===== src/rtl/tw_pkg.sv =====
package tw_pkg;
    typedef enum logic {
        PH_HDR  = 1'b0,
        PH_DATA = 1'b1
    } phase_e;
endpackage


===== src/rtl/tw_sync.sv =====
module tw_sync #(
    parameter int          WIDTH   = 1,
    parameter int          STAGES  = 2,
    parameter logic [WIDTH-1:0] RST_VAL = '0
) (
    input  logic             clk,
    input  logic             rst_n,
    input  logic [WIDTH-1:0] async_in,
    output logic [WIDTH-1:0] sync_out
);
    logic [WIDTH-1:0] stage_q [STAGES];

    generate
        for (genvar s = 0; s < STAGES; s++) begin : g_stage
            always_ff @(posedge clk or negedge rst_n) begin
                if (!rst_n) begin
                    stage_q[s] <= RST_VAL;
                end else begin
                    if (s == 0) begin
                        stage_q[s] <= async_in;
                    end else begin
                        stage_q[s] <= stage_q[(s == 0) ? 0 : s-1];
                    end
                end
            end
        end
    endgenerate

    assign sync_out = stage_q[STAGES-1];
endmodule


===== src/rtl/tw_frame_eng.sv =====
module tw_frame_eng
    import tw_pkg::*;
#(
    parameter int                DEV_W    = 3,
    parameter int                REG_W    = 5,
    parameter int                DATA_W   = 16,
    parameter logic [DEV_W-1:0]  DEV_ADDR = '0
) (
    input  logic              clk,
    input  logic              rst_n,
    input  logic              sel_n_s,
    input  logic              sclk_s,
    input  logic              sdat_s,
    input  logic [DATA_W-1:0] reg_rdata,
    output logic              rd_stb,
    output logic              wr_stb,
    output logic [REG_W-1:0]  idx,
    output logic [DATA_W-1:0] wdata,
    output logic              dout,
    output logic              oe
);
    localparam int HDR_W = DEV_W + 1 + REG_W;
    localparam int MAX_W = (DATA_W > HDR_W) ? DATA_W : HDR_W;
    localparam int CNT_W = $clog2(MAX_W);
    localparam int SH_W  = MAX_W;
    localparam logic [CNT_W-1:0] HDR_LAST  = CNT_W'(HDR_W - 1);
    localparam logic [CNT_W-1:0] DATA_LAST = CNT_W'(DATA_W - 1);

    typedef struct packed {
        phase_e             phase;
        logic [CNT_W-1:0]   cnt;
        logic [SH_W-1:0]    sh;
        logic               rd;
        logic               match;
        logic               tail;
        logic               oe;
        logic               dout;
        logic               rd_stb;
        logic               wr_stb;
        logic [REG_W-1:0]   idx;
        logic [DATA_W-1:0]  wdata;
        logic               sclk_prev;
    } eng_t;

    eng_t st_d, st_q;
    logic rise;
    logic [SH_W-1:0]  sh_in;
    logic [HDR_W-1:0] hdr;

    always_comb begin
        st_d           = st_q;
        st_d.rd_stb    = 1'b0;
        st_d.wr_stb    = 1'b0;
        st_d.sclk_prev = sclk_s;
        rise           = sclk_s & ~st_q.sclk_prev;
        sh_in          = {st_q.sh[SH_W-2:0], sdat_s};
        hdr            = sh_in[HDR_W-1:0];

        if (st_q.rd_stb) begin
            st_d.sh = SH_W'(reg_rdata);
        end

        if (sel_n_s) begin
            st_d.phase = PH_HDR;
            st_d.cnt   = HDR_LAST;
            st_d.sh    = '0;
            st_d.rd    = 1'b0;
            st_d.match = 1'b0;
            st_d.tail  = 1'b0;
        end else if (rise) begin
            st_d.tail = 1'b0;
            if (st_q.phase == PH_HDR) begin
                st_d.sh = sh_in;
                if (st_q.cnt == '0) begin
                    st_d.match  = (hdr[HDR_W-1 -: DEV_W] == DEV_ADDR);
                    st_d.rd     = hdr[REG_W];
                    if (hdr[HDR_W-1 -: DEV_W] == DEV_ADDR) begin
                        st_d.idx = hdr[REG_W-1:0];
                    end
                    st_d.rd_stb = (hdr[HDR_W-1 -: DEV_W] == DEV_ADDR) & hdr[REG_W];
                    st_d.phase  = PH_DATA;
                    st_d.cnt    = DATA_LAST;
                    st_d.sh     = '0;
                end else begin
                    st_d.cnt = st_q.cnt - 1'b1;
                end
            end else begin
                if (st_q.rd) begin
                    st_d.dout = st_q.sh[DATA_W-1];
                    st_d.sh   = {st_q.sh[SH_W-2:0], 1'b0};
                end else begin
                    st_d.sh = sh_in;
                end
                if (st_q.cnt == '0) begin
                    if (!st_q.rd && st_q.match) begin
                        st_d.wr_stb = 1'b1;
                        st_d.wdata  = sh_in[DATA_W-1:0];
                    end
                    st_d.tail  = st_q.rd & st_q.match;
                    st_d.phase = PH_HDR;
                    st_d.cnt   = HDR_LAST;
                    st_d.sh    = '0;
                    st_d.rd    = 1'b0;
                    st_d.match = 1'b0;
                end else begin
                    st_d.cnt = st_q.cnt - 1'b1;
                end
            end
        end

        st_d.oe = ~sel_n_s &
                  (((st_d.phase == PH_DATA) & st_d.rd & st_d.match) | st_d.tail);
    end

    always_ff @(posedge clk or negedge rst_n) begin
        if (!rst_n) begin
            st_q       <= '0;
            st_q.phase <= PH_HDR;
            st_q.cnt   <= HDR_LAST;
        end else begin
            st_q <= st_d;
        end
    end

    assign rd_stb = st_q.rd_stb;
    assign wr_stb = st_q.wr_stb;
    assign idx    = st_q.idx;
    assign wdata  = st_q.wdata;
    assign dout   = st_q.dout;
    assign oe     = st_q.oe;

    // strobes are single-cycle pulses
    p_rd_pulse_r10: assert property (@(posedge clk) disable iff (!rst_n)
        st_q.rd_stb |=> !st_q.rd_stb);
    p_wr_pulse_r10: assert property (@(posedge clk) disable iff (!rst_n)
        st_q.wr_stb |=> !st_q.wr_stb);
    // a read strobe only follows a header that matched
    p_rd_match_r8: assert property (@(posedge clk) disable iff (!rst_n)
        st_q.rd_stb |-> st_q.match);
    // a write commits only out of the data phase
    p_wr_after_data_r5: assert property (@(posedge clk) disable iff (!rst_n)
        st_q.wr_stb |-> ($past(st_q.phase) == PH_DATA));
    // the data-out value changes only after a bus clock rise
    p_dout_hold_r7: assert property (@(posedge clk) disable iff (!rst_n)
        !$past(rise) |-> $stable(st_q.dout));
endmodule


===== src/rtl/tw_ctl_slave.sv =====
module tw_ctl_slave #(
    parameter int               DEV_W       = 3,
    parameter int               REG_W       = 5,
    parameter int               DATA_W      = 16,
    parameter int               SYNC_STAGES = 2,
    parameter logic [DEV_W-1:0] DEV_ADDR    = 3'd1
) (
    input  logic              clk,
    input  logic              rst_n,
    input  logic              bus_sel_n,
    input  logic              bus_clk,
    input  logic              bus_dat_in,
    output logic              bus_dat_out,
    output logic              bus_dat_oe,
    output logic              reg_rd_stb,
    output logic              reg_wr_stb,
    output logic [REG_W-1:0]  reg_idx,
    output logic [DATA_W-1:0] reg_wdata,
    input  logic [DATA_W-1:0] reg_rdata
);
    localparam int N_SYNC = 3;

    logic [N_SYNC-1:0] raw_w, sync_w;
    logic              oe_int;

    assign raw_w = {bus_sel_n, bus_clk, bus_dat_in};

    tw_sync #(
        .WIDTH   (N_SYNC),
        .STAGES  (SYNC_STAGES),
        .RST_VAL (3'b100)
    ) i_sync (
        .clk      (clk),
        .rst_n    (rst_n),
        .async_in (raw_w),
        .sync_out (sync_w)
    );

    tw_frame_eng #(
        .DEV_W    (DEV_W),
        .REG_W    (REG_W),
        .DATA_W   (DATA_W),
        .DEV_ADDR (DEV_ADDR)
    ) i_eng (
        .clk       (clk),
        .rst_n     (rst_n),
        .sel_n_s   (sync_w[2]),
        .sclk_s    (sync_w[1]),
        .sdat_s    (sync_w[0]),
        .reg_rdata (reg_rdata),
        .rd_stb    (reg_rd_stb),
        .wr_stb    (reg_wr_stb),
        .idx       (reg_idx),
        .wdata     (reg_wdata),
        .dout      (bus_dat_out),
        .oe        (oe_int)
    );

    // the raw select releases the pad at once, ahead of the synchroniser
    assign bus_dat_oe = oe_int & ~bus_sel_n;

    // no drive while select is high
    p_oe_sel_r2: assert property (@(posedge clk) disable iff (!rst_n)
        bus_sel_n |-> !bus_dat_oe);
    // read and write strobes are exclusive
    p_stb_excl_r10: assert property (@(posedge clk) disable iff (!rst_n)
        !(reg_rd_stb && reg_wr_stb));
endmodule


===== config.mk =====
export PLATFORM = sky130hd
export DESIGN_NAME = tw_ctl_slave
export DESIGN_NICKNAME = d
export VERILOG_FILES = /design/src/rtl/tw_pkg.sv /design/src/rtl/tw_sync.sv /design/src/rtl/tw_frame_eng.sv /design/src/rtl/tw_ctl_slave.sv
export SDC_FILE = /design/constraint.sdc
export NUM_CORES = 1
export LEC_CHECK = 0
export BUFFER_PORTS_ARGS = -buffer_cell sky130_fd_sc_hd__buf_4
export CORE_MARGIN = 2
export CORE_UTILIZATION = 46
export DETAILED_ROUTE_END_ITERATION = 8
export PLACE_DENSITY_LB_ADDON = 0.12
export SYNTH_ARGS = -nofsm -noshare
export SYNTH_HDL_FRONTEND = slang
export SYNTH_HIERARCHICAL = 1
export SYNTH_SLANG_ARGS = --single-unit

===== constraint.sdc =====
create_clock -name clk -period 2.8 [get_ports clk]
set_input_delay 0.56 -clock clk [delete_from_list [all_inputs] [get_ports clk]]
set_output_delay 0.56 -clock clk [all_outputs]
set_load 0.01 [all_outputs]

# Word level (Yosys, flattened, before mapping)
# Index checks and enable logic that the tools add are counted.
# totals
reg_bits	56
input_bits	21
out_inout_bits	25
elab_cells	62
# op_classes
add_sub_neg	1
n_eq_ne	1
mux	25
bitwise_logic	12
reduce_logical	8
# ops
operator	count
$mux W23	3
$mux W16	4
$mux W24	2
$mux W19	1
$mux W18	1
$mux W5	3
$reduce_and A5 Y1	2
$mux W1	9
$mux W4	2
$and A1 B1 Y1	7
$logic_not A4 Y1	1
$not A1 Y1	4
$reduce_and A4 Y1	1
$sub A4 B1 Y4 const B	1
$eq A3 B1 Y1 const B	1
$reduce_bool A3 Y1	1
$reduce_bool A2 Y1	1
$logic_and A1 B1 Y1	1
$logic_not A1 Y1	1
$or A1 B1 Y1	1

# Logic depth before layout (Yosys ltp)
# Gate-level depths: netlist of the first run.
# depth
word_depth	9
depth_mapped	8
depth_no_buf	6

# By module
# The synthesis of the first run kept the hierarchy.
# by_module_without_submodules
mod	instances	cells_per_inst	area_per_inst_um2	seq_area_each_um2
tw_frame_eng	1	198	2322.2	1252.5
tw_sync	1	9	175.2	152.6
tw_ctl_slave	1	1	13.8	0.0

# Worst setup path after synthesis of the first run
# Ideal clock, no wire load.
# synth_path
kind	register -> register
startpoint	register i_eng/st_q[45] in the netlist's numbering
endpoint	register i_eng.st_q, in the netlist i_eng/wdata[10]
setup_ns	0.125
arrival_ns	1.915
required_ns	2.675
setup_slack_ns	0.760
stages_incl_launch_ff	9
path_buffers	2
synth_period_minus_slack_ns	2.040
path_cell_list	dfrtp_1 -> inv_1 -> ha_1 -> nor3b_4 -> nand2_1 -> or3_1 -> buf_6 -> buf_6 -> mux2_4
# synth_via
elab_chain_len	2
# synth_lines
element	line_no	rtl
from (decl)	tw_frame_eng.sv:45	eng_t st_d, st_q;
from (signal assigned)	tw_frame_eng.sv:121	st_q <= st_d;
$logic_not A4 Y1	tw_frame_eng.sv:94	if (st_q.cnt == '0) begin
$reduce_and A5 Y1 (no line)	n/a	
# Every way passes these cells.
# A chain may end at the register's enable or synchronous reset.

# Worst setup path after layout of the first run
# layout_path
startpoint	register i_eng/st_q[45] in the netlist's numbering
endpoint	register i_eng.st_q, in the netlist i_eng/wdata[9]
# Same word-level chain as after synthesis.

==> out/results.txt, run 1 <==
The run gives 56 as the number of clock sinks. The initial antenna violation count is 0, and the count of cell types in the netlist is 32. The tools report the TritonCTS buffer count as 5. The share of power burned in registers is 0.600, and the static leakage is 1.41 nW. Sequential share of the synthesized area: 0.560.

The run gives 0 as the leftover overflow at the end of global routing. In this run the core area contains 26 standard-cell rows. The source-to-sink clock delay at the later pin of the worst-skew pair was 0.30 ns.

Summing every instance area after synthesis gives 2510 um^2. For the logic gate share of total power, the log shows 0.095. The kind of end point of the critical path is a flop.

For this design the top-level I/O count stands at 46. The total placed cells including tap cells is 295. For the pin with the worst max-slew slack, the measured transition is 0.680 ns.

After detailed routing, the average wire length per cell comes to 15.4 um. Die width: 77.9 um. The total setup buffers inserted after CTS is 0, and the detail-routed via count per cell is 5.22. After synthesis, the mean cell area works out to 12.1 um^2. The routed layout has 1,583 vias. The area of all sequential standard cells was 1410 um^2; the maximum buffer depth of the clock tree was 2. Yosys warning count: 6. For the number of antenna diodes, the log shows 0. In this run the worst hold path is classified as in2async.

For the final layout net count, the log shows 255. The number of DRC violations after detailed routing was 0. The tools report the effective utilization at floorplan as 0.485.

Setup repair after global routing left no endpoint under its margin. The number of endpoints with negative hold slack in the final report was 0; the fraction of final layout cells with drive strength greater than 1 was 0.356. Summing all multi-input logic gate instances after layout gives 862 um^2. For the finished layout, the period the worst path requires is 2.16 ns. In this run the tool buffered the top-level ports with 45 buffer cells. The first TritonRoute pass finished after 4 iterations. For this design the total switching power over the nets is 0.000342 W. In this run, synthesis produced a sequential element count of 56.

The largest net degree at the start of global routing came out at 57. The run gives 0 as the max-slew violation count. The routed wire length came out at 4.68 mm.

At the end of routability-driven placement, the weighted congestion stood at 0.853. The half-perimeter wire length after placement came out at 3.24 mm. The flow ran to the end, and the final reports show no timing, DRC or antenna violations. The relative slew slack is 0.547, and the global-route wire length before repair is 8.17 mm. The worst setup slack after placement was 0.668 ns; the final worst-path setup slack was 0.644 ns. The number of enable flip-flop cells after synthesis came out at 0. The total of endpoints with negative setup slack in the final report is 0, and the height of the die is 77.9 um. In this run the number of H-tree levels came out at 2.

The critical path data arrival time is 2.35 ns, and the initial DRC count is 89. The count of nets left with antenna violations once routing finished came out at 0. The tree is rooted in a sky130_fd_sc_hd__clkbuf_8. The post-layout instance count excluding filler cells came out at 303.

TritonCTS built the clock tree. Post-cts resize count: 0. The floorplan step defined a core boundary enclosing 5170 um^2. Peak fanout along the critical path: 11. Number of global-route vias before repair: 1,695. Clock-pin slew was measured on the worst setup and hold paths at 0.09 ns. For the setup skew after layout, the log shows 0.00566 ns.

The utilization of the core after routing came out at 0.547. The synthesis-to-finish area growth came out at 12.8%. The worst setup path is of the reg2reg kind. The filler cells instantiated in the layout total 453. The worst setup path is launched from a flop. IR analysis of the VDD net gives a maximum drop of 253 uV.

The tools report the number of buffers added to fix hold violations after cts as 0. The overall track demand over capacity in global routing came out at 0.171. After routing, the total negative slack on setup checks comes to 0 ns. The run gives 0.00112 W as the internal power. When the netlist entered floorplanning its net count stood at 231.

Power density over cell area: 516 nW/um^2. The share of the cycle needed by the critical path after routing was 0.770; the proportion of total power due to net switching was 0.234. The part of the total power dissipated in the clock network was 0.305; the total die area was 6070 um^2.

Data on the critical path is required at its endpoint by 3.00 ns. The count of max-cap constraint violations was 0; the share of async-settable or async-resettable flops after synthesis was 1.00. Synthesis produced 208 cells. Based on the critical path, the design can be clocked at up to 464 MHz.

The most used flip-flop cell after synthesis is sky130_fd_sc_hd__dfrtp_1.
[final cells by class]
type / count / share of cell area
well taps: 70 / 0.0309
repair buffers: 49 / 0.130
multi-input cells: 115 / 0.304
inverters: 5 / 0.00663
flip-flops and latches: 56 / 0.496
clock buffers: 8 / 0.0318
[critical path: stages, from the launching register on]
cell and delay, ns:
sky130_fd_sc_hd__dfrtp_1 0.42, sky130_fd_sc_hd__inv_1 0.10, sky130_fd_sc_hd__ha_1 0.16, sky130_fd_sc_hd__nor3b_4 0.34, sky130_fd_sc_hd__nand2_1 0.12, sky130_fd_sc_hd__or3_1 0.39
sky130_fd_sc_hd__buf_4 0.21, sky130_fd_sc_hd__mux2_4 0.30
[registers in the layout (all words and copies together) (netlist names)]
signal	count
i_eng/rd_stb	1
i_eng/oe	1
i_sync/stage_q	3
i_eng/dout	1
i_eng/st_q	10
i_eng/sh_in	7
i_eng/idx	5
i_eng/wr_stb	1
i_sync/sync_out	3
i_eng/hdr	8
i_eng/wdata	16
[cells by family after synthesis]
logic type | count (synthesis) | share of synthesized area
AOI/OAI and AO/OA | 45 | 0.122
xor gates and xnor gates | 1 | 0.00349
adders and majority gates | 2 | 0.00996
buffers and inverters | 37 | 0.0972
DFF | 56 | 0.560
muxes | 22 | 0.112
and+or+nand+nor | 45 | 0.0957
[cell usage in the layout (no fill, tap or decap), types with 2 or more instances in the layout]
master,n
sky130_fd_sc_hd__nor2b_1,2
sky130_fd_sc_hd__clkbuf_1,2
sky130_fd_sc_hd__dfstp_2,3
sky130_fd_sc_hd__a2bb2oi_1,16
sky130_fd_sc_hd__nor2_1,5
sky130_fd_sc_hd__a22o_1,3
sky130_fd_sc_hd__ha_1,2
sky130_fd_sc_hd__and2_1,2
sky130_fd_sc_hd__buf_4,49
sky130_fd_sc_hd__nand2_1,21
sky130_fd_sc_hd__mux2_2,13
sky130_fd_sc_hd__clkbuf_8,6
sky130_fd_sc_hd__inv_1,5
sky130_fd_sc_hd__nand4_1,2
sky130_fd_sc_hd__mux2_4,9
sky130_fd_sc_hd__a21oi_1,2
sky130_fd_sc_hd__dfrtp_1,53
sky130_fd_sc_hd__nand2b_1,3
sky130_fd_sc_hd__or3_1,2
sky130_fd_sc_hd__o21ai_0,21
[metrics by stage]
step | cell area, um^2 | hold WS [ns] | power, W
after floorplan | 2510 | 0.264 | 0.000970
final | 2830 | 0.298 | 0.00146
after global placement | 2740 | 0.335 | 0.00102
after detailed placement | 2740 | 0.336 | 0.00103
after global routing | 2830 | 0.338 | 0.00153
after CTS | 2830 | 0.314 | 0.00148
[Yosys cell counts, drive strengths merged, types with 3 or more instances]
library cell	number	area share
buf	26	0.081
dfrtp	53	0.53
o21ai	21	0.042
inv	5	0.0075
nand2b	3	0.0075
a22o	3	0.010
clkbuf	6	0.0090
mux2	22	0.11
nor2	5	0.0075
nor2b	3	0.010
nand2	21	0.031
a2bb2oi	16	0.056
dfstp	3	0.031
[path summary, 6_finish.rpt]
kind                                              from                            to  slack, ns  cells after the start
max                         i_eng/st_q[45]$_DFFE_PN0P_    i_eng/wdata[9]$_DFFE_PN0P_       0.64                      7
min                                              rst_n      i_eng/idx[3]$_DFFE_PN0P_       0.30                      1
max reg2reg                 i_eng/st_q[45]$_DFFE_PN0P_    i_eng/wdata[9]$_DFFE_PN0P_       0.64                      7
min reg2reg                i_sync/stage_q[3]$_DFF_PN0_  i_sync/sync_out[0]$_DFF_PN0_       0.35                      0
max in group asynchronous                        rst_n   i_eng/wdata[15]$_DFFE_PN0P_       2.06                      1
min in group clk           i_sync/stage_q[3]$_DFF_PN0_  i_sync/sync_out[0]$_DFF_PN0_       0.35                      0
[power groups by stage]
stage	registers, W	logic (W)	clock network (W)
6_report	0.000876	0.000138	0.000445
5_1_grt	0.000883	0.000154	0.000497
4_1_cts	0.000877	0.000140	0.000464
3_5_place_dp	0.000893	0.000139	0
3_3_place_gp	0.000891	0.000134	0
2_1_floorplan	0.000881	0.0000889	0
[layer usage]
metal | wire length [um] | part of all wire | up-vias | GRT usage
met5 | 0 | 0 | - | 0
li1 | - | - | 749 | -
met4 | 22 | 0.0047 | 0 | 0.0607
met1 | 2150 | 0.46 | 806 | 0.217
met3 | 176 | 0.038 | 2 | 0.0500
met2 | 2330 | 0.50 | 26 | 0.280
(Power assumes the default switching activity.)
==> run 2: changes to the inputs <==
clock period = 1.8 ns   (was 2.8 ns; I/O delays follow)
==> out/results.txt, run 2 (synthesis results as in run 1) <==
The effective utilization at floorplan came out at 0.485. The run gives 0.110 as the logic gate share of total power. TritonCTS built the clock tree.

In this run the static leakage power is 1.49 nW. Final hold analysis gives a worst-case slack of 0.0957 ns. The number of DRC violations after detailed routing was 0. The logs give 0.00172 W for the internal power and 0.604 for the share of power burned in registers. For the max-slew violation count, the log shows 0. In this run the register-to-register setup slack is -0.03 ns. Max-cap violations in this run came to 0. The number of flip-flops under the largest register name was 16. Once detail routing completed, the nets flagged for antenna violations numbered 0. After detailed routing, the number of vias per cell comes to 5.07.

In this run the worst path has a maximum fanout of 8. Setup violations remaining at the end of the flow were counted as 13. Summed over all nets, the switching power comes to 0.000532 W. By startpoint and endpoint, the worst setup path is classified as reg2reg. The worst path buffer plus inverter count came out at 2. The largest net degree at the start of global routing was 57; the power density over cell area was 756 nW/um^2. The tools report the critical path data arrival time as 2.02 ns. The core region area came out at 5170 um^2. Leaving out fill and tap cells, the most frequent cells in the layout are sky130_fd_sc_hd__buf_4 (61), sky130_fd_sc_hd__dfrtp_1 (53), sky130_fd_sc_hd__nand2_1 (21), sky130_fd_sc_hd__o21ai_0 (21), sky130_fd_sc_hd__a2bb2oi_1 (16). The final reports fail on negative setup slack. After global routing the overflow that remains totals 0. Walking the worst path, the cells encountered are inv_2 > ha_4 > nor3b_4 > nand2_1 > or3_4 > buf_12 > mux2_4. The H-tree was split into 2 levels.

The worst setup path is captured at a flop. In the final timing run, aggregate negative setup slack is -0.214 ns. The final layout net count was 269; the placer congestion estimate was 0.810. The number of clock sinks was 56; the number of buffers added to fix hold violations after cts was 0. The part of the total power dissipated in the clock network is 0.286. The routed layout has 1,607 vias. Initial antenna violation count: 0. The final critical path time including I/O delays and setup is 1.83 ns, and the number of endpoints with negative hold slack in the final report is 0. The number of search-and-repair iterations in the first detailed-routing pass is 4, and the upper clock frequency limit is 545 MHz. The setup skew after layout is 0.00783 ns, and the number of ports placed on the die boundary is 46. The biggest cell delay along the critical path is 0.41 ns, and the source-to-sink clock delay at the later pin of the worst-skew pair is 0.30 ns. 0 antenna diodes ended up in the layout. From bottom edge to top edge, the die measures 77.9 um. The final layout contains routed wiring with a total length of 4.71 mm.

Share of the cycle needed by the critical path after routing: 1.02. The total area of multi-input combinational cells is 880 um^2. The worst hold path belongs to the class in2async. The cell sitting at the root of the clock tree is a sky130_fd_sc_hd__clkbuf_8. The worst-case reg-to-reg path depth was 7.

The maximum buffer depth of the clock tree came out at 2. The library cell used most frequently in the layout, excluding fill and tap cells, is sky130_fd_sc_hd__buf_4. The flow ran to the end, but the final reports show violations.

The tools report the critical path startpoint as i_eng/st_q[45]$_DFFE_PN0P_. The first global-routing pass estimated 7.98 mm of wire. The layout filler cell count is 459, and the detail-routed net length per standard cell is 14.9 um. Data on the critical path is required at its endpoint by 1.98 ns.

After clock tree synthesis, the clock-pin slew on the worst setup and hold paths is 0.10 ns. Relative slew slack: 0.549. The proportion of total power due to net switching was 0.236. For the number of rows created at floorplan, the log shows 26. The wire-length estimate of the detail-placed layout is 3.28 mm.

Setup repair after global routing could not meet its margin everywhere. The kind of launch point of the worst setup path was a flop. For the pin with the worst max-slew slack, the measured transition is 0.677 ns. Across the whole layout, storage elements account for 1410 um^2. The tools report the capture instance of the worst register-to-register path as i_eng/wdata[15]$_DFFE_PN0P_.

The overall track demand over capacity in global routing was 0.167. Standard cell with the maximum stage delay on the critical path: sky130_fd_sc_hd__dfrtp_1. The total die area is 6070 um^2, and the cell depth of the worst setup path is 7. The synthesis-to-finish area growth came out at 18.6%.

The final worst-path setup slack is -0.0335 ns, and the number of global-route vias before repair is 1,585. In this run, the number of DRC markers left after iteration 0 of detailed routing was 78. The TritonCTS buffer count came out at 5.

The number of buffers added on ports was 45. The startpoint identified for the worst register-to-register timing path is i_eng/st_q[45]$_DFFE_PN0P_. The critical path endpoint was i_eng/wdata[15]$_DFFE_PN0P_.

The fraction of final layout cells with drive strength greater than 1 is 0.413. Among cell families on the critical path, the largest total delay comes from simple AND/OR/NAND/NOR gates. The die is 77.9 um wide.

IR analysis of the VDD net gives a maximum drop of 361 uV.
## run 2: worst min-delay path by stage
stage	slack (ns)	cells after the start	endpoint	start
6_report	0.1	1	i_eng/hdr[7]$_DFFE_PN0P_	rst_n
5_1_grt	0.14	1	i_sync/stage_q[4]$_DFF_PN0_	bus_clk
4_1_cts	0.12	1	i_eng/wdata[6]$_DFFE_PN0P_	rst_n
3_5_place_dp	0.34	0	i_sync/sync_out[0]$_DFF_PN0_	i_sync/stage_q[3]$_DFF_PN0_
3_3_place_gp	0.33	0	i_sync/sync_out[0]$_DFF_PN0_	i_sync/stage_q[3]$_DFF_PN0_
2_1_floorplan	0.06	0	i_eng/dout$_DFFE_PN0P_	rst_n
## run 2: metal layers
layer | wire [um] | up-vias | GRT usage
met3 | 163 | 5 | 0.0279
li1 | - | 771 | -
met1 | 2150 | 794 | 0.230
met4 | 47 | 0 | 0.0482
met5 | 0 | - | 0
met2 | 2350 | 37 | 0.272
## run 2: worst register-to-register path, delay by kind of cell, from the launching register on
kind	cells	cell delay, ns
buffers and inverters	2	0.26
adders and majority gates	1	0.13
muxes	1	0.30
and+or+nand+nor	3	0.64
DFF	1	0.41
## run 2: timing repair
| action | CTS | global route |
|---|---|---|
| setup buffers | 1 | 2 |
| cloned | 0 | 1 |
| gates resized for setup | 3 | 2 |
| endpoints found under the setup margin | 16 | 16 |
## run 2: through the flow
stage	util	area, um^2	power, W	cells	setup slack, ns
CTS	0.566	2930	0.00228	314	-0.0106
global route	0.576	2980	0.00238	317	-0.0869
detailed placement	0.547	2830	0.00162	305	-0.0549
floorplan	-	2510	0.00151	208	-0.194
global placement	0.547	2830	0.00161	305	0.0233
finish	0.576	2980	0.00225	317	-0.0335
## run 2: cell type report
| cell class | count | share of cell area |
|---|---|---|
| clock buffers | 6 | 0.0244 |
| clock inverters | 2 | 0.00420 |
| inverters | 5 | 0.00630 |
| multi-input cells | 115 | 0.295 |
| flip-flops and latches | 56 | 0.472 |
| well taps | 70 | 0.0294 |
| repair buffers | 63 | 0.169 |
## run 2: power groups by stage
stage | Combinational (W) | Clock (W) | Sequential [W]
floorplan | 0.000138 | 0 | 0.00137
global placement | 0.000230 | 0 | 0.00138
detailed placement | 0.000237 | 0 | 0.00138
CTS | 0.000242 | 0.000675 | 0.00136
global route | 0.000279 | 0.000733 | 0.00137
finish | 0.000249 | 0.000644 | 0.00136
